**src/rtl/seg_addr_pkg.sv**
```systemverilog
package seg_addr_pkg;
  typedef enum logic [1:0] {
    SRC_DIR = 2'd0,
    SRC_PA  = 2'd1,
    SRC_PB  = 2'd2,
    SRC_STK = 2'd3
  } src_e;

  typedef enum logic [1:0] {
    PM_NONE = 2'd0,
    PM_INC  = 2'd1,
    PM_DEC  = 2'd2,
    PM_RSV  = 2'd3
  } pm_e;
endpackage

```
**src/rtl/seg_addr_ptr.sv**
```systemverilog
module seg_addr_ptr #(
  parameter int unsigned W      = 8,
  parameter logic [W-1:0] RST_V = '0,
  parameter bit          MOD_EN = 1'b1
) (
  input  logic         clk_i,
  input  logic         rst_ni,
  input  logic         wr_i,
  input  logic [W-1:0] wr_data_i,
  input  logic         step_i,
  input  logic [1:0]   mod_i,
  output logic [W-1:0] q_o
);
  import seg_addr_pkg::*;

  logic [W-1:0] q_q, q_d;
  logic [W-1:0] mod_val;
  logic         mod_act;

  generate
    if (MOD_EN) begin : g_mod
      always_comb begin
        mod_act = 1'b0;
        mod_val = q_q;
        if (step_i) begin
          unique case (pm_e'(mod_i))
            PM_INC:  begin mod_act = 1'b1; mod_val = q_q + W'(1); end
            PM_DEC:  begin mod_act = 1'b1; mod_val = q_q - W'(1); end
            default: ;
          endcase
        end
      end
    end else begin : g_nomod
      logic unused_mod;
      assign unused_mod = ^{step_i, mod_i};
      assign mod_act = 1'b0;
      assign mod_val = q_q;
    end
  endgenerate

  // explicit write has priority over post-modify
  always_comb begin
    q_d = q_q;
    if (wr_i)         q_d = wr_data_i;
    else if (mod_act) q_d = mod_val;
  end

  always_ff @(posedge clk_i or negedge rst_ni) begin
    if (!rst_ni) q_q <= RST_V;
    else         q_q <= q_d;
  end

  assign q_o = q_q;


  wr_wins_chk: assert property (@(posedge clk_i) disable iff (!rst_ni)
    wr_i |=> q_o == $past(wr_data_i));


  idle_hold_chk: assert property (@(posedge clk_i) disable iff (!rst_ni)
    (!wr_i && !(MOD_EN && step_i && (mod_i == 2'd1 || mod_i == 2'd2))) |=> $stable(q_o));

  generate
    if (MOD_EN) begin : g_mod_chk

      post_inc_chk: assert property (@(posedge clk_i) disable iff (!rst_ni)
        (!wr_i && step_i && mod_i == 2'd1) |=> q_o == $past(q_o) + W'(1));

      post_dec_chk: assert property (@(posedge clk_i) disable iff (!rst_ni)
        (!wr_i && step_i && mod_i == 2'd2) |=> q_o == $past(q_o) - W'(1));
    end
  endgenerate
endmodule

```
**src/rtl/seg_addr_map.sv**
```systemverilog
module seg_addr_map #(
  parameter int unsigned AW = 8,
  parameter int unsigned SW = 8,
  parameter logic [AW-1:0] PB_ADDR  = 8'hFC,
  parameter logic [AW-1:0] STK_ADDR = 8'hFD,
  parameter logic [AW-1:0] PA_ADDR  = 8'hFE,
  parameter logic [AW-1:0] SEG_ADDR = 8'hFF
) (
  input  logic          wr_en_i,
  input  logic [AW-1:0] wr_addr_i,
  input  logic [AW-1:0] rd_addr_i,
  input  logic [AW-1:0] pa_i,
  input  logic [AW-1:0] pb_i,
  input  logic [AW-1:0] stk_i,
  input  logic [SW-1:0] seg_i,
  output logic [3:0]    wr_sel_o,
  output logic [AW-1:0] rd_data_o
);
  localparam int unsigned NREG = 4;
  localparam logic [NREG*AW-1:0] MAP = {SEG_ADDR, PA_ADDR, STK_ADDR, PB_ADDR};

  logic [NREG*AW-1:0] vals;
  assign vals = {AW'(seg_i), pa_i, stk_i, pb_i};

  // slot order: 0 pb, 1 stk, 2 pa, 3 seg
  generate
    for (genvar i = 0; i < NREG; i++) begin : g_wsel
      assign wr_sel_o[i] = wr_en_i && (wr_addr_i == MAP[i*AW +: AW]);
    end
  endgenerate

  always_comb begin
    rd_data_o = '0;
    for (int i = 0; i < NREG; i++)
      if (rd_addr_i == MAP[i*AW +: AW]) rd_data_o = vals[i*AW +: AW];
  end


  wsel_onehot_chk: assert final ($onehot0(wr_sel_o) || $isunknown(wr_sel_o));
endmodule

```
**src/rtl/seg_addr_xlate.sv**
```systemverilog
module seg_addr_xlate #(
  parameter int unsigned AW = 8,
  parameter int unsigned SW = 8,
  parameter int unsigned PW = SW + AW
) (
  input  logic [AW-1:0] ea_i,
  input  logic [SW-1:0] seg_i,
  output logic [PW-1:0] phys_o
);
  always_comb begin
    if (ea_i[AW-1]) phys_o = {{SW{1'b0}}, ea_i};
    else            phys_o = {seg_i, 1'b0, ea_i[AW-2:0]};
  end
endmodule

```
**src/rtl/seg_addr_unit.sv**
```systemverilog
module seg_addr_unit #(
  parameter int unsigned AW = 8,
  parameter int unsigned SW = 8,
  parameter logic [AW-1:0] PB_ADDR  = 8'hFC,
  parameter logic [AW-1:0] STK_ADDR = 8'hFD,
  parameter logic [AW-1:0] PA_ADDR  = 8'hFE,
  parameter logic [AW-1:0] SEG_ADDR = 8'hFF,
  parameter logic [AW-1:0] STK_RST  = 8'h6F,
  parameter logic [AW-1:0] WIN_BASE = 8'hF0,
  parameter int unsigned   WIN_LOG  = 4,
  localparam int unsigned  PW = SW + AW
) (
  input  logic          clk_i,
  input  logic          rst_ni,
  input  logic          acc_i,
  input  logic [1:0]    src_i,
  input  logic [1:0]    mod_i,
  input  logic [AW-1:0] direct_addr_i,
  input  logic          wr_en_i,
  input  logic [AW-1:0] wr_addr_i,
  input  logic [AW-1:0] wr_data_i,
  input  logic [AW-1:0] rd_addr_i,
  output logic [AW-1:0] rd_data_o,
  output logic [AW-1:0] eff_addr_o,
  output logic [PW-1:0] phys_addr_o,
  output logic          win_hit_o
);
  import seg_addr_pkg::*;

  logic [AW-1:0] pa_q, pb_q, stk_q;
  logic [SW-1:0] seg_q;
  logic [3:0]    wr_sel;
  src_e          src;

  assign src = src_e'(src_i);

  seg_addr_map #(
    .AW(AW), .SW(SW), .PB_ADDR(PB_ADDR), .STK_ADDR(STK_ADDR),
    .PA_ADDR(PA_ADDR), .SEG_ADDR(SEG_ADDR)
  ) u_map (
    .wr_en_i(wr_en_i), .wr_addr_i(wr_addr_i), .rd_addr_i(rd_addr_i),
    .pa_i(pa_q), .pb_i(pb_q), .stk_i(stk_q), .seg_i(seg_q),
    .wr_sel_o(wr_sel), .rd_data_o(rd_data_o)
  );

  seg_addr_ptr #(.W(AW), .RST_V('0), .MOD_EN(1'b1)) u_pb (
    .clk_i(clk_i), .rst_ni(rst_ni), .wr_i(wr_sel[0]), .wr_data_i(wr_data_i),
    .step_i(acc_i && src == SRC_PB), .mod_i(mod_i), .q_o(pb_q)
  );

  seg_addr_ptr #(.W(AW), .RST_V(STK_RST), .MOD_EN(1'b0)) u_stk (
    .clk_i(clk_i), .rst_ni(rst_ni), .wr_i(wr_sel[1]), .wr_data_i(wr_data_i),
    .step_i(1'b0), .mod_i(2'd0), .q_o(stk_q)
  );

  seg_addr_ptr #(.W(AW), .RST_V('0), .MOD_EN(1'b1)) u_pa (
    .clk_i(clk_i), .rst_ni(rst_ni), .wr_i(wr_sel[2]), .wr_data_i(wr_data_i),
    .step_i(acc_i && src == SRC_PA), .mod_i(mod_i), .q_o(pa_q)
  );

  seg_addr_ptr #(.W(SW), .RST_V('0), .MOD_EN(1'b0)) u_seg (
    .clk_i(clk_i), .rst_ni(rst_ni), .wr_i(wr_sel[3]), .wr_data_i(SW'(wr_data_i)),
    .step_i(1'b0), .mod_i(2'd0), .q_o(seg_q)
  );

  always_comb begin
    unique case (src)
      SRC_PA:  eff_addr_o = pa_q;
      SRC_PB:  eff_addr_o = pb_q;
      SRC_STK: eff_addr_o = stk_q;
      default: eff_addr_o = direct_addr_i;
    endcase
  end

  localparam logic [AW-1:0] WIN = WIN_BASE;
  assign win_hit_o = (eff_addr_o[AW-1:WIN_LOG] == WIN[AW-1:WIN_LOG]);

  seg_addr_xlate #(.AW(AW), .SW(SW), .PW(PW)) u_xlate (
    .ea_i(eff_addr_o), .seg_i(seg_q), .phys_o(phys_addr_o)
  );


  lower_seg_chk: assert property (@(posedge clk_i) disable iff (!rst_ni)
    !eff_addr_o[AW-1] |-> (phys_addr_o[PW-1:AW] == seg_q && !phys_addr_o[AW-1]));

  upper_flat_chk: assert property (@(posedge clk_i) disable iff (!rst_ni)
    eff_addr_o[AW-1] |-> phys_addr_o[PW-1:AW] == '0);

  window_chk: assert property (@(posedge clk_i) disable iff (!rst_ni)
    win_hit_o |-> (phys_addr_o >> WIN_LOG) == (PW'(WIN_BASE) >> WIN_LOG));

  seg_hold_chk: assert property (@(posedge clk_i) disable iff (!rst_ni)
    !(wr_en_i && wr_addr_i == SEG_ADDR) |=> $stable(seg_q));
endmodule

```
**config.mk**
```make
export PLATFORM = sky130hd
export DESIGN_NAME = seg_addr_unit
export DESIGN_NICKNAME = d
export VERILOG_FILES = /design/src/rtl/seg_addr_pkg.sv /design/src/rtl/seg_addr_ptr.sv /design/src/rtl/seg_addr_map.sv /design/src/rtl/seg_addr_xlate.sv /design/src/rtl/seg_addr_unit.sv
export SDC_FILE = /design/constraint.sdc
export NUM_CORES = 1
export LEC_CHECK = 0
export ABC_AREA = 1
export BUFFER_PORTS_ARGS = -buffer_cell sky130_fd_sc_hd__buf_2
export CAP_MARGIN = 20
export CORE_ASPECT_RATIO = 1.75
export CORE_MARGIN = 8
export CORE_UTILIZATION = 40
export CTS_BUF_LIST = sky130_fd_sc_hd__clkbuf_2 sky130_fd_sc_hd__clkbuf_4 sky130_fd_sc_hd__clkbuf_8
export DETAILED_ROUTE_END_ITERATION = 12
export PLACE_DENSITY = 0.59
export SKIP_CTS_REPAIR_TIMING = 1
export SLEW_MARGIN = 10
export SYNTH_ARGS = -nofsm -noshare
export SYNTH_HDL_FRONTEND = slang
export SYNTH_SLANG_ARGS = --single-unit
```
**constraint.sdc**
```tcl
create_clock -name clk_i -period 5.23 [get_ports clk_i]
set_clock_uncertainty 0.2 [all_clocks]
set_input_delay 0.523 -clock clk_i [delete_from_list [all_inputs] [get_ports clk_i]]
set_output_delay 0.523 -clock clk_i [all_outputs]
set_load 0.01 [all_outputs]
```
==> results summary, run 1 <==
The run finished with clean final reports. The final global-route overflow total is 0. The clock transition at the register clock pins on the worst setup and hold paths after CTS came out at 0.07 ns. The number of endpoints with negative hold slack in the final report came out at 0.

The share of the synthesized area in the top cell type came out at 24.0%. The commonest cells after synthesis are sky130_fd_sc_hd__nand2_1, sky130_fd_sc_hd__inv_1, sky130_fd_sc_hd__nor2_1. The I/O pin count came out at 73. The initial detailed-routing violation count came out at 201. The worst slack after detailed placement is 2.40 ns. The wire length per cell is 15.4 um. The final-stage net count is 565. The final standard cell area without fillers is 0.00324 mm2. The H-tree was split into 2 levels. The antenna diode count came out at 0. The number of standard cells in the layout, taps in and fillers out is 605.

The unique cell type count in the Yosys netlist came out at 34. The pin count of the biggest net entering global routing is 33. The post-synthesis instance area is 0.00277 mm2. The net count after synthesis came out at 499. The sequential cell area fraction in the yosys report is 29.2%. The upper clock frequency limit came out at 0.392 GHz. The worst hold path belongs to the class in -> async. The max-slew headroom at the worst pin is 46.9%. The via count of the first global-routing pass is 3153. Yosys mapped a number of flops with a built-in enable equal to 0. The CTS sink count came out at 32. The first-pass iteration count of the detailed router came out at 4. The most area-hungry cell type in the Yosys netlist is sky130_fd_sc_hd__nand2_1.

At the worst endpoint, the arrival time is 1.83 ns. Data on the critical path is required at its endpoint by 4.51 ns. Registers take 808 um2. In the post-synthesis netlist, the biggest area contributors are sky130_fd_sc_hd__nand2_1, sky130_fd_sc_hd__dfrtp_1, sky130_fd_sc_hd__inv_1. The number of warning messages in the yosys log is 0. The initial antenna violation count was 0. The worst setup path is launched from an input pin. The count of buffers from port buffering is 72. The layout filler cell count is 755. The slack of the critical path came out at 2.68 ns. The primary flip-flop cell chosen by synthesis mapping is sky130_fd_sc_hd__dfrtp_1. Along the worst path, the maximum fanout reaches 11. The maximum count of clock buffers along a single path is 2. The worst setup path is of the in -> out kind.

After detailed placement, the design holds a cell count of 597. The final cycle utilization of the critical path came out at 48.7%. Setup repair after global routing left no endpoint under its margin. The worst setup path is captured at a primary output. After routing, the total negative slack on setup checks comes to 0 ns. The total leakage power came out at 1.83 nW. The number of placement rows came out at 40. By instance count, the leading cell after synthesis is sky130_fd_sc_hd__nand2_1. After detailed routing, the total wire length is 9.32 mm. The setup violation total in the final timing report came out at 0. Global routing used 19.3% of the available tracks across all layers.

The post-route total power is 1.08 mW. The global-route wire length before repair is 15.3 mm. After synthesis, the mean cell area works out to 6.10 um2. The area of the die is 0.00995 mm2. The max capacitance violation total is 0. For this run, design rule violations remaining after detail routing come to 0. The slew at the pin closest to its max-slew limit came out at 0.797 ns. The worst IR drop on VDD came out at 0.000169 V.

The worst hold slack across all endpoints came out at 0.108 ns. The smallest clock period supported by the final layout is computed as 2.55 ns. The via density per instance is 5.16.

The total vias in the final route is 3120. At the end of routability-driven placement, the weighted congestion stood at 0.913. The number of max-slew violations in the final report is 0. The total clock buffers created by CTS came out at 5. Measured along the y axis, the die boundary spans 126 um.

The starting density of the core came out at 40.7%. The synthesized flop and latch total is 32. The die width is 78.9 um. Of all flip-flops after synthesis, the portion carrying an async set or reset was 100%. From synthesis to final layout, the design area changed by 17.0%. The area inside the core boundary came out at 0.00681 mm2. The fraction of final layout cells sized beyond drive strength 1 came out at 20.7%. The HPWL reported at the end of detailed placement is 7.56 mm. The detail route stage leaves a number of antenna-violating nets equal to 0. In this run the clock root is driven by a sky130_fd_sc_hd__clkbuf_8. TritonCTS built the clock tree. The placed instances occupy a cell area of 0.00314 mm2.

The multi-input combinational cell area is 0.00156 mm2. The clock latency on the worst-skew pair came out at 0.30 ns. Synthesis produced 454 cells.

In this run the power density over the cells is 335 mW/mm2. The final cell utilization of the core came out at 47.6%.
[layer usage]
metal | vias to the layer above | routed length [um] | GRT usage, %
li1 | 1553 | - | -
met1 | 1448 | 3510 | 19.2
met2 | 93 | 4920 | 34.9
met3 | 26 | 550 | 4.63
met4 | 0 | 342 | 11.3
met5 | - | 0 | 0
[placed cells by master, fill, tap and decap left out]
cell,n
sky130_fd_sc_hd__o21ai_2,1
sky130_fd_sc_hd__clkinv_1,1
sky130_fd_sc_hd__buf_2,72
sky130_fd_sc_hd__nor2_4,1
sky130_fd_sc_hd__o211ai_1,1
sky130_fd_sc_hd__nor4_1,1
sky130_fd_sc_hd__a21oi_1,8
sky130_fd_sc_hd__ha_1,5
sky130_fd_sc_hd__clkbuf_4,2
sky130_fd_sc_hd__dfrtp_1,26
sky130_fd_sc_hd__nor2_2,5
sky130_fd_sc_hd__nor3_1,2
sky130_fd_sc_hd__dfstp_2,6
sky130_fd_sc_hd__o22ai_1,7
sky130_fd_sc_hd__inv_2,5
sky130_fd_sc_hd__o21bai_1,1
sky130_fd_sc_hd__nand2_1,177
sky130_fd_sc_hd__o21ai_1,2
sky130_fd_sc_hd__inv_1,77
sky130_fd_sc_hd__nor4_4,1
sky130_fd_sc_hd__nor4_2,1
sky130_fd_sc_hd__o221ai_1,5
sky130_fd_sc_hd__nand2_2,4
sky130_fd_sc_hd__o21ai_0,22
sky130_fd_sc_hd__nor2_1,30
sky130_fd_sc_hd__or2_1,1
sky130_fd_sc_hd__o2111ai_1,6
sky130_fd_sc_hd__or2_2,1
sky130_fd_sc_hd__nand3_1,27
sky130_fd_sc_hd__nand3_2,2
sky130_fd_sc_hd__clkbuf_8,6
sky130_fd_sc_hd__xnor2_1,3
sky130_fd_sc_hd__o21bai_2,1
sky130_fd_sc_hd__nand3b_1,1
sky130_fd_sc_hd__nand4_1,10
[path summary, 6_finish.rpt]
path	start	to	slack, ns	cells after the start
worst max-delay path	src_i[0]	win_hit_o	2.68	7
worst min-delay path	rst_ni	u_pb.q_o[6]$_DFFE_PN0P_	0.11	1
worst max register to register	u_pb.q_o[1]$_DFFE_PN0P_	u_pb.q_o[4]$_DFFE_PN0P_	3.39	11
worst min register to register	u_seg.q_o[7]$_DFFE_PN0P_	u_seg.q_o[7]$_DFFE_PN0P_	0.29	2
max in group asynchronous	rst_ni	u_pa.q_o[1]$_DFFE_PN0P_	4.22	1
min in group clk_i	wr_data_i[0]	u_pa.q_o[0]$_DFFE_PN0P_	0.29	3
[where the power goes]
group / total [mW] / internal, mW / switching, mW
clock: 0.216 / 0.118 / 0.0980
combinational: 0.461 / 0.172 / 0.289
sequential: 0.407 / 0.307 / 0.0999
[registers in the layout, indices dropped and copies added, names as in the netlist]
register and flops:
u_seg.q_o 8, u_stk.q_o 8, u_pa.q_o 8, u_pb.q_o 8
[cells by family (layout without fill, tap and decap cells)]
group	Yosys count	in the layout	share of synthesized area [%]
AO/OA/AOI/OAI	54	54	12.1
adder cells (fa/ha/maj)	5	5	2.26
flip-flops	32	32	29.2
buffers and inverters	96	163	14.6
XOR/XNOR	3	3	0.949
AND/OR/NAND/NOR	264	264	40.9
[cell type report]
cell class              count  share of cell area, %
multi-input cells         326                   48.0
repair buffers             72                   11.1
inverters                  83                   9.62
well taps                  84                   3.24
flip-flops and latches     32                   25.0
clock buffers               8                   3.01
[worst max-delay path, cell delays in order]
cell                      delay, ns
sky130_fd_sc_hd__buf_2         0.12
sky130_fd_sc_hd__nor2_1        0.52
sky130_fd_sc_hd__a21oi_1       0.17
sky130_fd_sc_hd__inv_2         0.20
sky130_fd_sc_hd__nand2_1       0.08
sky130_fd_sc_hd__nor2_1        0.08
sky130_fd_sc_hd__buf_2         0.13
Power figures use the tool's default switching activity.
==> run 2, diff against run 1 <==
clock period = 2.53 ns   (was 5.23 ns; I/O delays follow)
==> results summary, run 2 (same netlist as run 1, synthesis figures left out) <==
The flow ran to the end, and the final reports show no timing, DRC or antenna violations. The layout filler cell count was 759 (+0.53%). The combined buffer and inverter count along the critical path is 3 (unchanged). The path class of the tightest hold or removal check is in -> reg. The die height is 126 um (unchanged). The total clock buffers created by CTS came out at 5 (unchanged). Traced cell by cell, the critical path runs through inv_1, o211ai_1, a21oi_1, inv_2, nand2_1, nor2_1, buf_2. The initial detailed-routing violation count is 190 (-5.5%). The worst hold path terminates at u_pa.q_o[0]$_DFFE_PN0P_. The total leakage power was 1.84 nW (+0.68%). The shortest clock period the worst path allows after layout came out at 2.02 ns. Among cell families on the critical path, the largest total delay comes from flip-flops. In this run the most critical hold path is launched from wr_data_i[0]. The total length of routed wires is 9.38 mm (+0.68%).

The HPWL reported at the end of detailed placement was 7.59 mm (+0.39%). The max capacitance violation total was 0 (unchanged). STA classifies the critical path startpoint as a flip-flop. The number of max-slew violations in the final report came to 0 (unchanged). The initial antenna violation count came out at 0 (unchanged). The antenna diode count came to 0 (unchanged).

The number of placement rows is 40 (unchanged). The via count of the first global-routing pass came out at 3058 (-3.0%). The library cell used most frequently in the layout, excluding fill and tap cells, is sky130_fd_sc_hd__nand2_1. The final cycle utilization of the critical path came out at 79.8%. The number of nets with antenna violations after routing came out at 0 (unchanged). The worst IR drop on VDD came to 0.000265 V (+57%). The slowest stage of the critical path is the sky130_fd_sc_hd__dfrtp_1 cell.

The total vias in the final route is 3100 (-0.64%). The slew at the pin closest to its max-slew limit came out at 0.776 ns (-0.0210 ns). The final-layout setup total negative slack came to 0 ns (unchanged). The H-tree depth reported by CTS is 2 (unchanged). The area growth from synthesis to layout is 17.8%. The global-route usage over all layers came to 19.3% (about the same).

The final-stage net count is 568 (+0.53%). The critical path is of the reg -> out type. The delay of the slowest cell on the worst path came out at 0.44 ns (-0.08 ns). The wire length per cell came out at 15.5 um (+0.34%). TritonCTS built the clock tree.

The worst flop-to-flop path startpoint is u_pa.q_o[1]$_DFFE_PN0P_. In the layout the commonest cells are sky130_fd_sc_hd__nand2_1, sky130_fd_sc_hd__inv_1, sky130_fd_sc_hd__buf_2. The area of the die is 0.00995 mm2 (unchanged). The upper clock frequency limit came out at 0.495 GHz.

The fraction of final layout cells sized beyond drive strength 1 is 20.8% (+0.11 points). The total power density per cell area is 696 mW/mm2 (+110%). The die width is 78.9 um (unchanged). The total cell area at the placement stage is 0.00316 mm2 (+0.48%). The cell sitting at the root of the clock tree is a sky130_fd_sc_hd__clkbuf_8. The clock transition at the register clock pins on the worst setup and hold paths after CTS is 0.07 ns (about the same). The area inside the core boundary came to 0.00681 mm2 (unchanged). The slack of the worst reg-to-reg path is 0.67 ns (-2.72 ns). The count of buffers from port buffering is 72 (unchanged). The final standard cell area without fillers came to 0.00326 mm2 (+0.73%). The max-slew headroom at the worst pin came to 48.3% (+1.4 points).

The first-pass iteration count of the detailed router came out at 5 (+1). Setup repair after global routing left no endpoint under its margin. The clock latency on the worst-skew pair came out at 0.29 ns (about the same). The data arrival time of the worst path came to 1.57 ns (-0.26 ns). The CTS sink count is 32 (unchanged). The setup violation total in the final timing report is 0 (unchanged). The cell count along the critical path is 7 (unchanged). The pin count of the biggest net entering global routing came out at 33 (unchanged). The placer congestion estimate came out at 0.890 (-2.6%). The residual DRC count is 0 (unchanged).

The maximum count of clock buffers along a single path came out at 2 (unchanged). The final global-route overflow total is 0 (unchanged). The logic depth of the worst register-to-register path is 11 (unchanged). The via density per instance is 5.11 (-0.97%).

The number of endpoints with negative hold slack in the final report is 0 (unchanged). The critical path capture point type is a primary output. The critical-path maximum fanout came to 11 (unchanged). The global-route wire length before repair came out at 15.3 mm (+0.23%). The required time reported for the critical path endpoint came out at 2.08 ns (-2.43 ns).

The worst reg2reg path endpoint is u_pa.q_o[6]$_DFFE_PN0P_. The I/O pin count is 73 (unchanged). The cell depth of the worst min-delay path is 3. The starting density of the core is 40.7% (unchanged).
[run 2: cell count changes in the layout (fill, tap and decap cells not counted), sizes merged]
cell	delta
buf	+2
dlygate4sd3	+1
clkbuf	-1
[run 2: layout make-up]
cell class	instances	area (um2)	share of cell area, %
Clock buffer	7	96.3	2.95
Tap cell	84	105	3.22
Inverter	83	312	9.55
Multi-Input combinational cell	326	1560	47.7
Sequential cell	32	808	24.8
Timing Repair Buffer	75	385	11.8
[run 2: metrics by stage]
step	hold slack, ns	power, mW	utilization (%)	worst slack, ns	cells
after floorplan	-0.243	1.49	-	0.619	454
after global placement	0.178	1.81	46.4	0.443	599
after detailed placement	0.166	1.82	46.4	0.392	599
after CTS	-0.152	2.28	47.8	0.486	606
after global routing	0.0636	2.47	47.9	0.346	607
final	0.0217	2.27	47.9	0.511	607
[run 2: worst max path at each step]
stage	from	endpoint
6_report	u_pb.q_o[7]$_DFFE_PN0P_	win_hit_o
4_1_cts	u_pb.q_o[7]$_DFFE_PN0P_	win_hit_o
3_5_place_dp	mod_i[0]	u_pb.q_o[4]$_DFFE_PN0P_
3_3_place_gp	mod_i[0]	u_pb.q_o[4]$_DFFE_PN0P_
2_1_floorplan	mod_i[0]	u_pb.q_o[4]$_DFFE_PN0P_
5_1_grt	u_pb.q_o[7]$_DFFE_PN0P_	win_hit_o
[run 2: per-layer routing]
layer	vias up	global-route usage, %	share of wire, %
met5	-	0	0
met4	0	8.78	3.0
met3	21	4.20	6.9
met2	136	34.5	51
met1	1385	20.7	39
li1	1558	-	-
[run 2: where the power goes]
part | leakage [nW] | internal (mW) | switching (mW)
clock network | 0.0503 | 0.242 | 0.203
logic | 1.39 | 0.360 | 0.611
registers | 0.396 | 0.635 | 0.220
[run 2: worst min-delay path: stages]
cell	delay, ns
sky130_fd_sc_hd__buf_2	0.10
sky130_fd_sc_hd__o21ai_0	0.08
sky130_fd_sc_hd__inv_1	0.05
